[config.mk]
export PLATFORM = sky130hd
export DESIGN_NAME = mdix_ctrl
export DESIGN_NICKNAME = d
export VERILOG_FILES = /design/src/rtl/mdix_pkg.sv /design/src/rtl/mdix_lfsr.sv /design/src/rtl/mdix_timer.sv /design/src/rtl/mdix_fsm.sv /design/src/rtl/mdix_ctrl.sv
export SDC_FILE = /design/constraint.sdc
export NUM_CORES = 1
export LEC_CHECK = 0
export ABC_AREA = 1
export BUFFER_PORTS_ARGS = -buffer_cell sky130_fd_sc_hd__buf_2
export CAP_MARGIN = 25
export CORE_UTILIZATION = 47
export CTS_BUF_LIST = sky130_fd_sc_hd__clkbuf_4
export DETAILED_ROUTE_END_ITERATION = 8
export SYNTH_ARGS = -nofsm -noshare
export SYNTH_HDL_FRONTEND = slang
export SYNTH_HIERARCHICAL = 1
export SYNTH_SLANG_ARGS = --single-unit
export TNS_END_PERCENT = 100
[constraint.sdc]
create_clock -name clk -period 5.3 [get_ports clk]
set_clock_uncertainty 0.2 [all_clocks]
set_input_delay 0.265 -clock clk [delete_from_list [all_inputs] [get_ports clk]]
set_output_delay 0.265 -clock clk [all_outputs]
set_load 0.01 [all_outputs]
[src/rtl/mdix_pkg.sv]
package mdix_pkg;
   typedef enum logic {
      ST_HUNT = 1'b0,
      ST_HOLD = 1'b1
   } mdix_state_e;
endpackage

[src/rtl/mdix_lfsr.sv]
module mdix_lfsr #(
   parameter int            W        = 11,
   parameter logic [W-1:0]  TAP_MASK = 11'b101_0000_0000,
   parameter logic [W-1:0]  SEED     = 11'h5A5
) (
   input  logic         clk,
   input  logic         rst_n,
   input  logic         step_i,
   output logic [W-1:0] q_o,
   output logic         next_bit_o
);
   logic [W-1:0] q;
   logic [W-1:0] tapped;

   if (W < 2) begin : g_bad_w
      $error("mdix_lfsr: W must be at least 2");
   end
   if (SEED == '0) begin : g_bad_seed
      $error("mdix_lfsr: SEED must be nonzero");
   end
   if (TAP_MASK[W-1] == 1'b0) begin : g_bad_taps
      $error("mdix_lfsr: top bit must be a tap");
   end

   for (genvar i = 0; i < W; i++) begin : g_tap
      assign tapped[i] = q[i] & TAP_MASK[i];
   end

   assign next_bit_o = ^tapped;
   assign q_o        = q;

   always_ff @(posedge clk or negedge rst_n) begin
      if (!rst_n) begin
         q <= SEED;
      end else if (step_i) begin
         q <= {q[W-2:0], next_bit_o};
      end
   end
endmodule

[src/rtl/mdix_timer.sv]
module mdix_timer #(
   parameter int EVAL_CYCLES = 7_500_000,
   localparam int CNT_W = (EVAL_CYCLES > 1) ? $clog2(EVAL_CYCLES) : 1
) (
   input  logic             clk,
   input  logic             rst_n,
   input  logic             clear_i,
   output logic             done_o,
   output logic [CNT_W-1:0] cnt_o
);
   localparam logic [CNT_W-1:0] LAST = CNT_W'(EVAL_CYCLES - 1);

   logic [CNT_W-1:0] cnt;

   if (EVAL_CYCLES < 2) begin : g_bad_eval
      $error("mdix_timer: EVAL_CYCLES must be at least 2");
   end

   assign done_o = (cnt == LAST);
   assign cnt_o  = cnt;

   always_ff @(posedge clk or negedge rst_n) begin
      if (!rst_n) begin
         cnt <= '0;
      end else if (clear_i) begin
         cnt <= '0;
      end else if (!done_o) begin
         cnt <= cnt + 1'b1;
      end
   end
endmodule

[src/rtl/mdix_fsm.sv]
module mdix_fsm
   import mdix_pkg::*;
(
   input  logic clk,
   input  logic rst_n,
   input  logic link_act_i,
   input  logic tx_busy_i,
   input  logic man_en_i,
   input  logic man_mdix_i,
   input  logic win_done_i,
   input  logic rnd_bit_i,
   output logic rnd_step_o,
   output logic win_clear_o,
   output logic xover_o,
   output logic hold_o
);
   mdix_state_e state;
   logic        seen;
   logic        xover;
   logic        decide;
   logic        act_any;

   assign decide      = win_done_i & ~tx_busy_i & ~man_en_i;
   assign act_any     = seen | link_act_i;
   assign rnd_step_o  = decide & (state == ST_HUNT) & ~act_any;
   assign win_clear_o = man_en_i | decide;
   assign xover_o     = xover;
   assign hold_o      = (state == ST_HOLD);

   always_ff @(posedge clk or negedge rst_n) begin
      if (!rst_n) begin
         state <= ST_HUNT;
         seen  <= 1'b0;
         xover <= 1'b0;
      end else if (man_en_i) begin
         state <= ST_HUNT;
         seen  <= 1'b0;
         xover <= man_mdix_i;
      end else if (decide) begin
         seen  <= 1'b0;
         state <= act_any ? ST_HOLD : ST_HUNT;
         if (rnd_step_o && rnd_bit_i) begin
            xover <= ~xover;
         end
      end else begin
         seen <= act_any;
      end
   end
endmodule

[src/rtl/mdix_ctrl.sv]
module mdix_ctrl #(
   parameter int            EVAL_CYCLES = 7_500_000,
   parameter int            LFSR_W      = 11,
   parameter logic [10:0]   LFSR_TAPS   = 11'b101_0000_0000,
   parameter logic [10:0]   LFSR_SEED   = 11'h5A5,
   localparam int           CNT_W       = (EVAL_CYCLES > 1) ? $clog2(EVAL_CYCLES) : 1
) (
   input  logic clk,
   input  logic rst_n,
   input  logic link_act_i,
   input  logic tx_busy_i,
   input  logic man_en_i,
   input  logic man_mdix_i,
   output logic xover_o,
   output logic link_hold_o
);
   logic             tmr_done;
   logic             tmr_clear;
   logic [CNT_W-1:0] tmr_cnt;
   logic [LFSR_W-1:0] lfsr_q;
   logic             lfsr_bit;
   logic             lfsr_step;

   if (LFSR_W != 11) begin : g_bad_lfsr
      $error("mdix_ctrl: the tap set is defined for an 11-bit register");
   end

   mdix_timer #(.EVAL_CYCLES(EVAL_CYCLES)) u_timer (
      .clk     (clk),
      .rst_n   (rst_n),
      .clear_i (tmr_clear),
      .done_o  (tmr_done),
      .cnt_o   (tmr_cnt)
   );

   mdix_lfsr #(.W(LFSR_W), .TAP_MASK(LFSR_TAPS), .SEED(LFSR_SEED)) u_lfsr (
      .clk        (clk),
      .rst_n      (rst_n),
      .step_i     (lfsr_step),
      .q_o        (lfsr_q),
      .next_bit_o (lfsr_bit)
   );

   mdix_fsm u_fsm (
      .clk         (clk),
      .rst_n       (rst_n),
      .link_act_i  (link_act_i),
      .tx_busy_i   (tx_busy_i),
      .man_en_i    (man_en_i),
      .man_mdix_i  (man_mdix_i),
      .win_done_i  (tmr_done),
      .rnd_bit_i   (lfsr_bit),
      .rnd_step_o  (lfsr_step),
      .win_clear_o (tmr_clear),
      .xover_o     (xover_o),
      .hold_o      (link_hold_o)
   );
endmodule

* Word level (Yosys, flattened, before mapping)
Index checks and enable logic that the tools add are counted.
** Word-level totals
- Register bits :: 37
- Output and inout port bits :: 2
** Cells by class
- Add/subtract/negate cells :: 1
- Equal/unequal tests :: 2
- Multiplexer cells :: 10
- Bitwise gates (word level) :: 11
- Reductions and logical operators :: 5
** Operator list (count)
- 23-bit 2-to-1 mux :: 2
- 23-bit by 1-bit adder with 23-bit output (second input constant) :: 1
- 23-bit equality test (second input constant) :: 1
- 11-bit parity :: 1
- 1-bit 2-to-1 mux :: 8
- 1-bit NOT :: 5
- 1-bit AND :: 4
- 2-bit nonzero test :: 2
- 2-bit inequality test (second input constant) :: 1
- 1-bit OR :: 2
- 2-bit AND reduction :: 1
- 1-bit logical AND :: 1

* Logic depth before layout (Yosys ltp)
Gate-level depths: netlist (run 1).
- Word-level depth :: 9
- Gate-level depth with buffers :: 12

* Hierarchy
Netlist (run 1), hierarchy kept.
** Modules (own cells, without submodules)
- mdix_timer :: instances 1, cells an instance 216, area an instance 1476.4 um2
- mdix_lfsr :: instances 1, cells an instance 45, area an instance 432.9 um2
- mdix_fsm :: instances 1, cells an instance 25, area an instance 180.2 um2

* Worst setup path after synthesis (run 1)
Ideal clock, no wire load.
- Path kind :: register to register
- Start point :: reg u_timer.cnt[0], in the netlist u_timer/cnt_o[0]
- End point :: reg u_lfsr.q[4], in the netlist u_lfsr/q_o[4]
- Library setup time :: 126 ps
- Arrival time :: 1893 ps
- Data required time :: 4974 ps
- Setup slack :: 3081 ps
- Stages on the path, launching flop included :: 12
- Buffers on the path :: 1
- Cell sequence :: dfrtp_1 ha_1 inv_1 nor2_4 nand2_1 nor3_1 nand2_2 nor2_2 inv_1 nor3_2 buf_6 o21ai_0
** Between the ends
- Word-level cells in the longest chain between the ends :: 5
** Ends and longest elaborated chain
- start, declared :: RTL line mdix_timer.sv:13 : logic [CNT_W-1:0] cnt;
- start signal, assigned :: RTL line mdix_timer.sv:28 : cnt <= cnt + 1'b1;
- 23-bit equality test :: RTL line mdix_timer.sv:19 : assign done_o = (cnt == LAST);
- net tmr_done :: RTL line mdix_ctrl.sv:17 : logic tmr_done;
- 1-bit AND (2 in a row) :: RTL line mdix_fsm.sv:23 : assign decide = win_done_i & ~tx_busy_i & ~man_en_i;
- 1-bit AND (2 in a row) :: RTL line mdix_fsm.sv:25 : assign rnd_step_o = decide & (state == ST_HUNT) & ~act_any;
- net lfsr_step :: RTL line mdix_ctrl.sv:22 : logic lfsr_step;
- end signal, assigned :: RTL line mdix_lfsr.sv:36 : q <= {q[W-2:0], next_bit_o};
- end, declared :: RTL line mdix_lfsr.sv:12 : logic [W-1:0] q;
The timed path passes the listed nets, and every way through them passes these cells.
A chain may end at the register's enable or synchronous reset.

* Final worst setup path (run 1)
- Start point :: reg u_timer.cnt[0], in the netlist u_timer/cnt_o[0]
- End point :: reg u_lfsr.q[9], in the netlist u_lfsr/q_o[9]
Same word-level chain as after synthesis.

==> reports/qor.csv, run 1 <==
stage,metric,value,unit
route,met1 WL,2278,um
clocking,number of buffers created by CTS,5,
sta,worst slew pin tran,0.8110,ns
clocking,CTS tree,yes,
clocking,clock root cell,clkbuf_4,
sta,# setup viols final,0,
run,Max Cap Viol,0,
setup_path,worst r2r src,u_timer/cnt_o[0],
setup_path,Worst R2R End,u_lfsr/q_o[9],
setup_path,Crit Path Max Fanout,13,
power,Peak VDD IR,143.0,uV
power,PwrDens,227.2,nW/um^2
synth,Post-Syn Instances,286,
floorplanning,IO Pins,8,
synth,post-synthesis cell area,2090,um^2
global_route,All-Layer GR Usage,0.2074,
synth,syn nets,293,
sta,final hold violations,0,
setup_path,crit path cell chain,ha_1 -> inv_1 -> nor2_4 -> nand2_1 -> nor3_1 -> nand2_2 -> nor2_2 -> inv_1 -> nor3_2 -> inv_2 -> nand2_1 -> o21ai_1,
floorplanning,Core ar.,4144,um^2
clocking,clock latency on the worst-skew pair,0.35,ns
synth,Yosys top cell by area,dfrtp_1,
place,I/O Buffers,7,
place,placed wire-length estimate,3139,um
route,"antenna viol nets, final",0,
clocking,"Reg clk slew, reported paths",0.13,ns
clocking,clock sink total,37,
route,DR iter-0 viols,134,
setup_path,Critical Path Sink Type,flip-flop,
final_layout,nets,305,
floorplanning,Initial Util,0.5042,
synth,Synth area leaders,"dfrtp_1 37%, nand2_1 15%, nor2_1 8.6%, dfstp_2 7.5%, nand3_1 5.5%",
route,WL met3,133,um
sta,RSZ-0062 raised after global routing,false,
synth,Post-Syn Area per Cell,7.306,um^2
place,gpl congestion,0.8140,
sta,Fmax,345.2,MHz
floorplanning,Die Ht,68.68,um
sta,setup ws final,2.403,ns
setup_path,Slowest cell on crit path,nor3_2,
setup_path,Setup crit start,u_timer/cnt_o[0],
synth,area share of the largest cell type after synthesis,0.3713,
route,Routed met2 length,1760,um
setup_path,slowest cell delay on critical path,0.54,ns
route,DR vias,1736,
place,Setup WS pre-CTS,2.437,ns
final_layout,share of layout cells above drive strength 1,0.1739,
global_route,largest net degree at the start of global routing,38,
setup_path,"delay-heaviest family, CP",simple AND/OR/NAND/NOR gates,
setup_path,CP Depth,12,
sta,Final Max Slew Viols,0,
setup_path,Startpoint Class,flip-flop,
run_status,run status,finished clean,
clocking,H-tree depth,2,
setup_path,type of the worst setup path,flip-flop to flip-flop,
clocking,CTS Buffer Depth,2,
route,Top Metal Used,met4,
final_layout,Area growth syn-to-layout,8.144,%
route,wire per inst,12.14,um
global_route,initial antenna violation count,0,
synth,synth unique cells,26,
floorplanning,std cell rows,23,
floorplanning,Die Wd,68.68,um
route,Pre-Repair DR Iteration Count,4,
route,# DRC,0,
global_route,vias in the first global route,1473,
setup_path,Worst Path Required,5.36,ns
synth,post-synthesis sequential area ratio,0.4467,
global_route,aggregate global routing overflow,0,
sta,headroom to the max-slew limit,0.4593,
setup_path,R2R setup slack,2.40,ns
sta,Tmin final,2.897,ns
setup_path,number of buffers and inverters on the critical path,3,
global_route,first-pass GRT wire length,6975,um
power,P_leak,0.9916,nW
setup_path,arrival time at the worst endpoint,2.95,ns
synth,Yosys Warn Count,6,
floorplanning,die footprint,4716,um^2
route,drt via density,4.974,
setup_path,cells on worst reg2reg path,12,
sta,Final Cycle Share,0.5466,
hold_path,HP Class,primary input to flip-flop,
setup_path,CP endpoint,u_lfsr/q_o[9],
final_layout,ant diodes,0,
sta,setup TNS,0,ns
route,Total Wirelength,4237,um
synth,synthesized flop and latch total,37,
layer usage:
metal / GRT usage / vias up
met3: 0.03947 / 7
met1: 0.3100 / 777
met4: 0.07813 / 0
met2: 0.2917 / 26
met5: 0 / -
li1: - / 926
cell usage in the layout, fill, tap and decap left out, types with 2 or more instances in the layout:
master | Yosys | routed
o21ai_1 | 6 | 6
a21oi_1 | 4 | 4
nor2_2 | 10 | 10
nor3_1 | 2 | 2
or2_2 | 3 | 3
inv_1 | 27 | 27
dfstp_2 | 6 | 6
nand3_1 | 23 | 23
dfrtp_1 | 31 | 31
nand2_2 | 8 | 8
nor2_4 | 4 | 4
xor2_1 | 5 | 5
xnor2_1 | 2 | 2
o21ai_0 | 8 | 8
buf_2 | 0 | 7
nand4_1 | 6 | 6
nand2_1 | 81 | 81
nor2_1 | 48 | 48
clkbuf_4 | 0 | 5
inv_2 | 4 | 4
how the worst min path moves through the flow:
stage / end / start / depth (start not counted) / slack (ns)
4_1_cts: u_fsm/xover_o / man_mdix_i / 5 / 0.02
2_1_floorplan: u_fsm/hold_o / rst_n / 0 / -0.23
6_report: u_fsm/xover_o / man_mdix_i / 5 / 0.03
3_3_place_gp: u_timer/cnt_o[13] / rst_n / 1 / 0.21
3_5_place_dp: u_timer/cnt_o[13] / rst_n / 1 / 0.21
5_1_grt: u_fsm/xover_o / man_en_i / 4 / 0.08
flip-flops by register name, indices dropped and copies added (netlist names):
register / cells
u_lfsr/q_o: 11
u_fsm/hold_o: 1
u_fsm/seen: 1
u_timer/cnt_o: 23
u_fsm/xover_o: 1
synthesized netlist by cell type:
cell type	instances
nor2_1	48
clkbuf_1	1
inv_2	4
ha_1	1
nand2_1	81
and2_1	1
nand4_1	6
inv_1	27
nand3b_1	1
dfstp_2	6
nor2_4	4
dfrtp_1	31
or2_2	3
nor2_2	10
a21oi_1	4
buf_6	1
nand3_2	1
o21ai_1	6
nand2_2	8
nor3_1	2
nor3_2	1
xnor2_1	2
o21ai_0	8
buf_1	1
nand3_1	23
xor2_1	5
cell type report:
cell class              count  area (um^2)
clock buffers               5        37.54
clock inverters             3        43.79
fillers                   385         1884
inverters                  31        116.4
multi-input cells         215         1021
flip-flops and latches     37        933.4
well taps                  50        62.56
repair buffers              8        45.04
power by group:
group / internal, W / switching, W
clock: 0.000100 / 0.000100
sequential: 0.000286 / 0.00000320
combinational: 0.00000708 / 0.0000168
tightest hold or removal path, stage by stage:
cell,delay (ns)
buf_2,0.07
nand2_1,0.04
o21ai_0,0.06
nand2_1,0.05
nand2_1,0.05
cells by family after synthesis:
group | synth area share
xor+xnor | 0.02934
compound gates | 0.04312
buf+inv | 0.06467
flops | 0.4467
simple gates | 0.4102
fa+ha+maj | 0.005987
metrics by stage:
stage	power (W)	hold WS, ns	area (um^2)	instances	utilization
6_report	0.0005134	0.03297	2260	349	0.5453
5_1_grt	0.0005371	0.07703	2260	349	0.5453
4_1_cts	0.0005210	0.02254	2260	349	0.5453
3_5_place_dp	0.0003180	0.2057	2168	340	0.5232
3_3_place_gp	0.0003177	0.2060	2168	340	0.5232
2_1_floorplan	0.0003064	-0.2306	2090	286	-
repair_timing:
action,4_1_cts,5_1_grt
endpoints found under the hold margin,31,0
setup endpoints to repair,0,0
gates resized for setup,0,0
setup buffers,0,0
hold buffers,1,0
Note: power is estimated with default switching activity, not from simulation.
==> run 2, diff against run 1 <==
ABC_AREA = 0   (was 1)
PLACE_DENSITY = 0.66   (was unset)
clock period = 2.5 ns   (was 5.3 ns; I/O delays follow)
==> reports/qor.csv, run 2 <==
stage,metric,value,unit
run_status,run status,finished clean,
global_route,largest net degree at the start of global routing,38,
setup_path,Worst Path Required,2.56,ns
route,DR vias,1519,
clocking,CTS Buffer Depth,2,
floorplanning,Core ar.,3771,um^2
power,sequential share of power,0.629,
setup_path,R2R setup slack,0.06,ns
place,I/O Buffers,7,
floorplanning,Die Wd,65.59,um
floorplanning,std cell rows,22,
synth,number of synthesized flops with an enable pin,0,
synth,Synth area leaders,"dfrtp_1 41%, dfstp_2 8.3%, mux2_4 7.9%, a21oi_1 3.2%, or4_1 2.8%",
sta,worst slew pin tran,0.8128,ns
global_route,All-Layer GR Usage,0.2188,
sta,# setup viols final,0,
route,# DRC,0,
setup_path,crit path cell chain,nor4b_4 -> and4_4 -> nand2_4 -> inv_2 -> nor4b_4 -> nor3b_4 -> buf_6 -> mux2_4,
sta,headroom to the max-slew limit,0.4581,
sta,setup ws final,0.05711,ns
floorplanning,die footprint,4302,um^2
synth,Yosys top cell by area,dfrtp_1,
sta,Fmax,409.4,MHz
floorplanning,IO Pins,8,
clocking,number of buffers created by CTS,5,
hold_path,Hold EP,u_fsm/xover_o,
hold_path,HP Class,primary input to flip-flop,
clocking,H-tree depth,2,
run,Max Cap Viol,0,
synth,"top cells by count, synth","31 x dfrtp_1, 13 x nand2_1, 12 x a21oi_1, 10 x mux2_4, 10 x nor2_1",
final_layout,"commonest non-fill, non-tap cell in the layout",dfrtp_1,
sta,RSZ-0062 raised after global routing,true,
global_route,vias in the first global route,1522,
synth,post-synthesis sequential area ratio,0.4911,
place,Setup WS pre-CTS,-0.01931,ns
setup_path,Startpoint Class,flip-flop,
sta,WHS,0.1572,ns
power,combinational share of power,0.060,
route,Pre-Repair DR Iteration Count,4,
final_layout,nets,220,
clocking,clock sink total,37,
synth,"Top FF cell, synth",dfrtp_1,
sta,Tmin final,2.443,ns
synth,Post-Syn Area per Cell,10.80,um^2
setup_path,slowest cell delay on critical path,0.43,ns
final_layout,fin cells,262,
hold_path,hold depth,5,
clocking,CTS tree,yes,
setup_path,Crit Path Max Fanout,6,
setup_path,cells on worst reg2reg path,8,
final_layout,ant diodes,0,
clocking,clock latency on the worst-skew pair,0.36,ns
power,power share of the clock group,0.311,
final_layout,share of layout cells above drive strength 1,0.3318,
sta,setup TNS,0,ns
synth,synth unique cells,47,
clocking,"Reg clk slew, reported paths",0.12,ns
synth,synthesized flop and latch total,37,
power,P_leak,0.9721,nW
floorplanning,Initial Util,0.5040,
setup_path,type of the worst setup path,flip-flop to flip-flop,
final_layout,Area growth syn-to-layout,21.00,%
route,drt via density,5.798,
synth,Yosys Warn Count,6,
route,DR iter-0 viols,63,
setup_path,Worst R2R End,u_lfsr/q_o[9],
setup_path,Slowest cell on crit path,dfrtp_1,
setup_path,arrival time at the worst endpoint,2.50,ns
setup_path,cell mode on critical path,nor4b_4,
sta,Final Max Slew Viols,0,
global_route,aggregate global routing overflow,0,
global_route,first-pass GRT wire length,6900,um
synth,post-synthesis cell area,1901,um^2
place,Cells after DPL,247,
global_route,initial antenna violation count,0,
setup_path,worst r2r src,u_timer/cnt_o[10],
floorplanning,Die Ht,65.59,um
final_layout,highest-count cells in the layout ignoring fill and taps,"31 x dfrtp_1, 22 x buf_4, 12 x nand2_1, 12 x a21oi_1, 11 x mux2_4",
synth,area share of the largest cell type after synthesis,0.4082,
clocking,clock root cell,clkbuf_4,
synth,syn nets,183,
power,P_int,0.0007302,W
power,switch share,0.2478,
route,wire per inst,15.72,um
setup_path,Critical Path Sink Type,flip-flop,
sta,Final Cycle Share,0.9772,
synth,most frequent cell after synthesis,dfrtp_1,
power,Peak VDD IR,245.4,uV
route,Total Wirelength,4118,um
power,Psw,0.0002406,W
place,placed wire-length estimate,2875,um
place,gpl congestion,0.7967,
route,"antenna viol nets, final",0,
synth,Post-Syn Instances,176,
power,PwrDens,422.1,nW/um^2
sta,final hold violations,0,
synth,asr flop ratio synth,1.000,
power,Final Power,0.0009708,W
final_layout,max reg flops,23,
hold_path,HP Start,tx_busy_i,
[run 2: how the worst max path moves through the flow]
stage,start,to,slack [ns],depth (start not counted)
after global routing,u_timer/cnt_o[10],u_lfsr/q_o[9],-0.04,8
after global placement,u_timer/cnt_o[18],u_lfsr/q_o[9],0.05,9
after CTS,u_timer/cnt_o[11],u_lfsr/q_o[9],0.03,8
after detailed placement,u_timer/cnt_o[11],u_lfsr/q_o[9],-0.02,8
after floorplan,u_timer/cnt_o[0],u_lfsr/q_o[1],0.008,9
final,u_timer/cnt_o[10],u_lfsr/q_o[9],0.06,8
[run 2: metrics by stage]
step / area, um^2 / util
after floorplan: 1912 / -
after global placement: 2133 / 0.5657
after detailed placement: 2133 / 0.5657
after CTS: 2242 / 0.5946
final: 2300 / 0.6098
after global routing: 2300 / 0.6098
[run 2: routing by layer]
layer | up-vias | track usage | share of wire
met2 | 32 | 0.3505 | 0.49
met1 | 748 | 0.2768 | 0.46
li1 | 732 | - | -
met5 | - | 0 | 0
met4 | 0 | 0.1114 | 0.019
met3 | 7 | 0.04688 | 0.035
[run 2: repair_timing]
action | in CTS | in global routing
endpoints found under the hold margin | 34 | 0
buffers inserted | 0 | 2
pin swaps | 0 | 4
hold buffers | 5 | 0
endpoints found under the setup margin | 4 | 15
gates resized for setup | 1 | 11
gates cloned | 0 | 0
[run 2: cell families after synthesis]
logic type | share of synthesized area
AOI/OAI and AO/OA | 0.1073
and+or+nand+nor | 0.2475
adders and majority gates | 0.006582
xor gates and xnor gates | 0.03226
DFF | 0.4911
muxes | 0.08492
buffers and inverters | 0.03028
[run 2: power groups by stage]
stage | Combinational, W | Sequential (W) | Clock, W
floorplan | 0.0000175 | 0.000624 | 0
global placement | 0.0000513 | 0.000621 | 0
detailed placement | 0.0000537 | 0.000622 | 0
CTS | 0.0000588 | 0.000611 | 0.000309
global route | 0.0000646 | 0.000611 | 0.000336
finish | 0.0000579 | 0.000610 | 0.000302
[run 2: layout make-up]
type | instances | area (um^2)
Timing Repair Buffer | 36 | 272.8
Clock buffer | 5 | 37.54
Sequential cell | 37 | 933.4
Inverter | 5 | 18.77
Tap cell | 48 | 60.06
Clock inverter | 3 | 12.51
Multi-Input combinational cell | 128 | 964.7
Fill cell | 313 | 1471
[run 2: worst max-delay path, delay by kind of cell (launching register included)]
kind	cells	cell delay, ns
and+or+nand+nor	5	1.18
DFF	1	0.43
muxes	1	0.31
buffers and inverters	2	0.23
